===== src/rtl/page_layout_pkg.sv =====
// Shared types for the page layout sequencer.
// Assumes: destination codes are decoded by neighbouring buffer logic.
package page_layout_pkg;

    typedef enum logic [1:0] {
        DEST_DATA  = 2'd0,
        DEST_SPARE = 2'd1,
        DEST_BBM   = 2'd2
    } dest_e;

    typedef enum logic [2:0] {
        SEG_IDLE,
        SEG_META,
        SEG_DATA,
        SEG_ECC,
        SEG_BBM
    } seg_e;

    // Map a physical segment onto the stream it feeds.
    function automatic dest_e seg_to_dest(seg_e s);
        case (s)
            SEG_META, SEG_ECC: return DEST_SPARE;
            SEG_BBM:           return DEST_BBM;
            default:           return DEST_DATA;
        endcase
    endfunction

endpackage


===== src/rtl/layout_walker.sv =====
// Walks the physical page segment by segment: metadata, then packets as
// data + parity, with the marker area inserted at physical offset PAGE_BYTES.
// Assumes: the marker falls strictly inside the last packet's data.
module layout_walker
    import page_layout_pkg::*;
#(
    parameter int PAGE_BYTES = 128,
    parameter int PKT_BYTES  = 32,
    parameter int ECC_BYTES  = 8,
    parameter int META_BYTES = 4,
    parameter int BBM_BYTES  = 2,
    parameter int CNT_W      = 6,
    parameter int PKT_W      = 3
) (
    input  logic             clk,
    input  logic             rst_n,
    input  logic             start_i,
    input  logic             byte_vld_i,
    output logic             accept_o,
    output seg_e             seg_o,
    output logic [CNT_W-1:0] cnt_o,
    output logic [PKT_W-1:0] pkt_o,
    output logic             done_o
);
    localparam int NUM_PKTS = PAGE_BYTES / PKT_BYTES;
    localparam int TOTAL    = META_BYTES + PAGE_BYTES + NUM_PKTS * ECC_BYTES + BBM_BYTES;
    localparam int POS_W    = $clog2(TOTAL + 1);

    seg_e             seg_q;
    logic [CNT_W-1:0] cnt_q;
    logic [CNT_W-1:0] dcnt_q;
    logic [PKT_W-1:0] pkt_q;
    logic [POS_W-1:0] pos_q;
    logic             bbm_seen_q;
    logic             done_q;

    // A byte is routed only while a page is in progress and no start is pending.
    assign accept_o = byte_vld_i && !start_i && (seg_q != SEG_IDLE);

    // Segment, per-segment counters and physical position.
    always_ff @(posedge clk) begin
        if (!rst_n) begin
            seg_q      <= SEG_IDLE;
            cnt_q      <= '0;
            dcnt_q     <= '0;
            pkt_q      <= '0;
            pos_q      <= '0;
            bbm_seen_q <= 1'b0;
            done_q     <= 1'b0;
        end else begin
            done_q <= 1'b0;
            if (start_i) begin
                seg_q      <= SEG_META;
                cnt_q      <= '0;
                dcnt_q     <= '0;
                pkt_q      <= '0;
                pos_q      <= '0;
                bbm_seen_q <= 1'b0;
            end else if (accept_o) begin
                pos_q <= pos_q + 1'b1;
                case (seg_q)
                    SEG_META: begin
                        if (cnt_q == CNT_W'(META_BYTES - 1)) begin
                            seg_q <= SEG_DATA;
                            cnt_q <= '0;
                        end else begin
                            cnt_q <= cnt_q + 1'b1;
                        end
                    end
                    SEG_DATA: begin
                        if (!bbm_seen_q && pos_q == POS_W'(PAGE_BYTES - 1)) begin
                            seg_q  <= SEG_BBM;
                            cnt_q  <= '0;
                            dcnt_q <= dcnt_q + 1'b1;
                        end else if (dcnt_q == CNT_W'(PKT_BYTES - 1)) begin
                            seg_q  <= SEG_ECC;
                            cnt_q  <= '0;
                            dcnt_q <= '0;
                        end else begin
                            dcnt_q <= dcnt_q + 1'b1;
                        end
                    end
                    SEG_BBM: begin
                        if (cnt_q == CNT_W'(BBM_BYTES - 1)) begin
                            seg_q      <= SEG_DATA;
                            cnt_q      <= '0;
                            bbm_seen_q <= 1'b1;
                        end else begin
                            cnt_q <= cnt_q + 1'b1;
                        end
                    end
                    SEG_ECC: begin
                        if (cnt_q == CNT_W'(ECC_BYTES - 1)) begin
                            cnt_q <= '0;
                            if (pkt_q == PKT_W'(NUM_PKTS - 1)) begin
                                seg_q  <= SEG_IDLE;
                                done_q <= 1'b1;
                            end else begin
                                seg_q <= SEG_DATA;
                                pkt_q <= pkt_q + 1'b1;
                            end
                        end else begin
                            cnt_q <= cnt_q + 1'b1;
                        end
                    end
                    default: seg_q <= SEG_IDLE;
                endcase
            end
        end
    end

    assign seg_o  = seg_q;
    assign cnt_o  = cnt_q;
    assign pkt_o  = pkt_q;
    assign done_o = done_q;

endmodule


===== src/rtl/layout_index.sv =====
// Produces the destination code, the data-buffer index and the logical
// spare offset (marker, metadata, then parity fields) of the present byte.
// Assumes: seg/cnt/pkt come from layout_walker in the same cycle.
module layout_index
    import page_layout_pkg::*;
#(
    parameter int ECC_BYTES  = 8,
    parameter int META_BYTES = 4,
    parameter int BBM_BYTES  = 2,
    parameter int CNT_W      = 6,
    parameter int PKT_W      = 3,
    parameter int DIDX_W     = 8,
    parameter int SIDX_W     = 6
) (
    input  logic              clk,
    input  logic              rst_n,
    input  logic              start_i,
    input  logic              accept_i,
    input  seg_e              seg_i,
    input  logic [CNT_W-1:0]  cnt_i,
    input  logic [PKT_W-1:0]  pkt_i,
    output logic [1:0]        dest_o,
    output logic [DIDX_W-1:0] data_idx_o,
    output logic [SIDX_W-1:0] spare_idx_o
);
    logic [DIDX_W-1:0] didx_q;
    logic [SIDX_W-1:0] last_sp_q;
    logic [SIDX_W-1:0] sp_off;
    dest_e             dest;

    assign dest = seg_to_dest(seg_i);

    // Logical spare offset of the current segment byte.
    always_comb begin
        case (seg_i)
            SEG_BBM:  sp_off = SIDX_W'(cnt_i);
            SEG_META: sp_off = SIDX_W'(BBM_BYTES) + SIDX_W'(cnt_i);
            SEG_ECC:  sp_off = SIDX_W'(BBM_BYTES + META_BYTES)
                             + SIDX_W'(pkt_i) * SIDX_W'(ECC_BYTES) + SIDX_W'(cnt_i);
            default:  sp_off = last_sp_q;
        endcase
    end

    // Data index advances on data bytes; the last spare offset is kept for data bytes.
    always_ff @(posedge clk) begin
        if (!rst_n) begin
            didx_q    <= '0;
            last_sp_q <= '0;
        end else if (start_i) begin
            didx_q    <= '0;
            last_sp_q <= '0;
        end else if (accept_i) begin
            if (dest == DEST_DATA) didx_q <= didx_q + 1'b1;
            else                   last_sp_q <= sp_off;
        end
    end

    assign dest_o      = dest;
    assign data_idx_o  = didx_q;
    assign spare_idx_o = sp_off;

endmodule


===== src/rtl/page_layout_seq.sv =====
// Top of the page layout sequencer: routes each raw page byte to the data,
// spare or bad-block-marker stream and gives its buffer indices.
// Assumes: META_BYTES + (pages packets - 1) * parity bytes < PKT_BYTES.
module page_layout_seq #(
    parameter int PAGE_BYTES   = 128,
    parameter int PKT_BYTES    = 32,
    parameter int ECC_STRENGTH = 4,
    parameter int FIELD_BITS   = 15,
    parameter int META_BYTES   = 4,
    parameter int BBM_BYTES    = 2,
    localparam int NUM_PKTS    = PAGE_BYTES / PKT_BYTES,
    localparam int ECC_BYTES   = (ECC_STRENGTH * FIELD_BITS + 7) / 8,
    localparam int SPARE_BYTES = BBM_BYTES + META_BYTES + NUM_PKTS * ECC_BYTES,
    localparam int DIDX_W      = $clog2(PAGE_BYTES + 1),
    localparam int SIDX_W      = $clog2(SPARE_BYTES + 1)
) (
    input  logic              clk,
    input  logic              rst_n,
    input  logic              start_i,
    input  logic              byte_vld_i,
    output logic              route_vld_o,
    output logic [1:0]        dest_o,
    output logic [DIDX_W-1:0] data_idx_o,
    output logic [SIDX_W-1:0] spare_idx_o,
    output logic              done_o
);
    import page_layout_pkg::*;

    localparam int MAX_SEG = (PKT_BYTES > ECC_BYTES) ? PKT_BYTES : ECC_BYTES;
    localparam int CNT_W   = $clog2(MAX_SEG + META_BYTES + BBM_BYTES + 1);
    localparam int PKT_W   = $clog2(NUM_PKTS + 1);

    seg_e             seg;
    logic [CNT_W-1:0] cnt;
    logic [PKT_W-1:0] pkt;
    logic             accept;

    layout_walker #(
        .PAGE_BYTES(PAGE_BYTES), .PKT_BYTES(PKT_BYTES), .ECC_BYTES(ECC_BYTES),
        .META_BYTES(META_BYTES), .BBM_BYTES(BBM_BYTES), .CNT_W(CNT_W), .PKT_W(PKT_W)
    ) u_walker (
        .clk(clk), .rst_n(rst_n), .start_i(start_i), .byte_vld_i(byte_vld_i),
        .accept_o(accept), .seg_o(seg), .cnt_o(cnt), .pkt_o(pkt), .done_o(done_o)
    );

    layout_index #(
        .ECC_BYTES(ECC_BYTES), .META_BYTES(META_BYTES), .BBM_BYTES(BBM_BYTES),
        .CNT_W(CNT_W), .PKT_W(PKT_W), .DIDX_W(DIDX_W), .SIDX_W(SIDX_W)
    ) u_index (
        .clk(clk), .rst_n(rst_n), .start_i(start_i), .accept_i(accept),
        .seg_i(seg), .cnt_i(cnt), .pkt_i(pkt),
        .dest_o(dest_o), .data_idx_o(data_idx_o), .spare_idx_o(spare_idx_o)
    );

    assign route_vld_o = accept;

endmodule


===== config.mk =====
export PLATFORM = sky130hd
export DESIGN_NAME = page_layout_seq
export DESIGN_NICKNAME = d
export VERILOG_FILES = /design/src/rtl/page_layout_pkg.sv /design/src/rtl/layout_walker.sv /design/src/rtl/layout_index.sv /design/src/rtl/page_layout_seq.sv
export SDC_FILE = /design/constraint.sdc
export NUM_CORES = 1
export LEC_CHECK = 0
export CORE_AREA = 2 2 60 73
export CTS_CLUSTER_DIAMETER = 50
export DETAILED_ROUTE_END_ITERATION = 8
export DIE_AREA = 0 0 62 75
export HOLD_SLACK_MARGIN = 0.1
export PLACE_DENSITY = 0.85
export SKIP_LAST_GASP = 1
export SYNTH_ARGS = -nofsm -noshare
export SYNTH_HDL_FRONTEND = slang
export SYNTH_SLANG_ARGS = --single-unit

===== constraint.sdc =====
create_clock -name clk -period 5.9 [get_ports clk]
set_input_delay 1.77 -clock clk [delete_from_list [all_inputs] [get_ports clk]]
set_output_delay 1.77 -clock clk [all_outputs]
set_load 0.01 [all_outputs]

==> flow_summary.toml <==
[outcome]
status = "complete, no violations"

[clocking]
cts-root-buf = "clkbuf_8"
tritoncts = "done"
clkSlewWorstSetupHoldPaths_ns = 0.08
cts_buffers = 5
postCtsSetupBuffers = 0
clk_path_buf_depth = 2
insertion_delay_ns = 0.29
cts_resized = 0
cts-hold-fix-buffers = 0
htreeDepth = 2
clock_sink_count = 42

[grt]
grt_pass1_wl_um = 8180
grt_max_degree = 27
grtUsageTotal = 0.231
grt_overflow = 0
grt_pass1_vias = 1909
antenna_found_initial = 0

[power_and_ir_drop]
comb_power_share = 0.047
power.clock.fraction = 0.379
p_seq_frac = 0.574
power_mw = 0.500
switching_share = 0.224
intPower_mw = 0.388
ir_worst_vdd_v = 0.000133
p_per_area_nw_per_um2 = 189
leakagePower_nw = 0.971
p_switching_mw = 0.112

[sta]
rsz0062_at_grt = "false"
fin_crit_ns = 5.09
final.setup.tns_ns = 0
slew_headroom = 0.622
drv_slew = 0
finalHoldViolCount = 0
worstMarginPinSlew_ns = 0.562
setup_viol = 0
period_share = 0.863
fmax_ghz = 0.196
finClkSkew_ns = 0.00283

[drt]
wl_met3_um = 248
firstDrtPassIters = 4
top_layer = "met4"
drt_wl_total_um = 4730
wl_met1_um = 2130
drc_errors = 0
via_per_inst = 5.66
dr_total_vias = 2039
met2_length_um = 2230
drt_iter0_markers = 137
ant_nets = 0
routedWlPerCell_um = 13.1

[synthesis]
synthTopCellsByCount = "nor2_1, dfxtp_1, nand2_1"
synth_top_area_cell = "dfxtp_1"
synth_seq_cells = 42
syn_nets = 307
postSynthAreaPerCell_um2 = 8.01
synthTopCellsByArea = "dfxtp_1, nor2_1, xor2_1, ha_1, a21oi_1"
syn_inst = 292
synth_most_common_cell = "nor2_1"
synth_area_um2 = 2340
synth_edf_count = 0
ys_seq_area_frac = 0.359
ys.flop_type = "dfxtp_1"
ys_types = 49
synth_top_area_share = 0.359
ys_warn_count = 0
async_flop_share = 0

[setup_path]
worstPathCellList = "clkdlybuf4s50_1 -> nor2b_1 -> nand2_1 -> inv_1 -> clkdlybuf4s50_1"
path_buf_inv = 3
worstPathMaxFanout = 4
end_kind = "output port"
worstPathRequired_ns = 4.13
r2r-start = "u_walker.seg_o[0]"
reg2reg_to = "u_walker.cnt_o[2]"
worstPathArrival_ns = 3.32
regToRegSetupSlack_ns = 3.44
cp_common_cell = "clkdlybuf4s50_1"
start_kind = "input port"
critPathSlowestCell = "clkdlybuf4s50_1"
critPathKind = "input port to output port"
slowest_delay_ns = 0.53
cp_num_cells = 5
critPathTopFamily = "buffers and inverters"
reg2reg_depth = 7

[layout]
regArea_um2 = 841
fillers = 334
layout-drive-gt1-share = 0.0588
syn2layout_area_growth_pct = 13.3
nets = 320
multi_input_area_um2 = 1400
antennaDiodeCount = 0

[floorplan]
die_y_um = 75
start_util = 0.598
die_area_um2 = 4650
ioPinCount = 22
die_w_um = 62
rows = 25
core-area_um2 = 3910

[placed_design]
gp_congestion = 0.826
io_buffers = 21
dp_hpwl_um = 3440

[run]
cap_violations = 0

[worst_hold_path]
hold_class = "flip-flop to flip-flop"
holdCritStartpoint = "u_walker.pos_q[1]"
min_path_cells = 2
hold_end = "u_walker.pos_q[1]"
power groups by stage:
| stage | clock (mW) | combinational [mW] | sequential (mW) |
|---|---|---|---|
| floorplan | 0 | 0.0163 | 0.292 |
| global placement | 0 | 0.0233 | 0.293 |
| detailed placement | 0 | 0.0236 | 0.293 |
| CTS | 0.194 | 0.0236 | 0.287 |
| global route | 0.206 | 0.0264 | 0.287 |
| finish | 0.190 | 0.0236 | 0.287 |
worst min-delay path, delay by kind of cell, from the launching register on:
kind	cells	cell delay, ns
compound gates	1	0.05
simple gates	1	0.06
flops	1	0.33
cells in the final DEF (no fill, tap or decap), types with 2 or more instances in the layout:
cell type / n
clkbuf_8: 6
nor2_1: 45
clkdlybuf4s50_1: 21
nor3b_1: 2
ha_1: 11
nand3_1: 14
nand2b_1: 6
xor2_1: 18
nor2b_1: 5
a221oi_1: 3
o21ai_0: 13
a211oi_1: 4
dfxtp_1: 42
nand2_1: 24
mux2i_1: 4
or4b_2: 2
or3_1: 2
inv_1: 8
and2_1: 2
nand4_1: 8
buf_4: 2
a31oi_1: 3
nor3_1: 5
a21oi_1: 22
xnor2_1: 8
flip-flops by register name, indices dropped and copies added, names as in the netlist:
name	count
u_walker.seg_o	3
u_walker.bbm_seen_q	1
u_index.data_idx_o	8
u_walker.pkt_o	3
u_index.last_sp_q	6
u_walker.cnt_o	6
u_walker.pos_q	8
u_walker.done_o	1
u_walker.dcnt_q	6
cell families (layout without fill, tap and decap cells):
kind of cell,Yosys count,count (layout),share of synthesized area
xor+xnor,26,26,0.0973
compound gates,54,54,0.137
fa+ha+maj,11,11,0.0588
simple gates,129,129,0.281
buf+inv,25,39,0.0438
flops,42,42,0.359
mux,5,5,0.0219
how the worst max path moves through the flow:
stage | from | end | slack (ns)
4_1_cts | byte_vld_i | route_vld_o | 0.81
6_report | byte_vld_i | route_vld_o | 0.81
5_1_grt | byte_vld_i | route_vld_o | 0.74
2_1_floorplan | byte_vld_i | route_vld_o | 1.68
3_3_place_gp | byte_vld_i | route_vld_o | 0.85
3_5_place_dp | byte_vld_i | route_vld_o | 0.81
per-layer routing:
metal | global-route usage | up-vias
met5 | 0 | -
met4 | 0.102 | 0
met3 | 0.0619 | 11
met2 | 0.376 | 50
met1 | 0.280 | 939
li1 | - | 1039
metrics by stage:
| step | hold WS (ns) | cells | instance area (um2) | setup slack [ns] | utilization |
|---|---|---|---|---|---|
| final | 0.484 | 360 | 2650 | 0.808 | 0.678 |
| after global routing | 0.509 | 360 | 2650 | 0.735 | 0.678 |
| after CTS | 0.488 | 360 | 2650 | 0.814 | 0.678 |
| after detailed placement | 0.477 | 352 | 2560 | 0.812 | 0.655 |
| after global placement | 0.455 | 352 | 2560 | 0.853 | 0.655 |
| after floorplan | 0.439 | 292 | 2340 | 1.68 | - |
area by class of cell:
class,instances,area share
repair buffers,23,0.0849
clock inverters,1,0.00189
inverters,8,0.0113
flip-flops and latches,42,0.317
well taps,54,0.0255
clock buffers,7,0.0326
multi-input cells,225,0.527
Note: power is estimated with default switching activity, not from simulation.
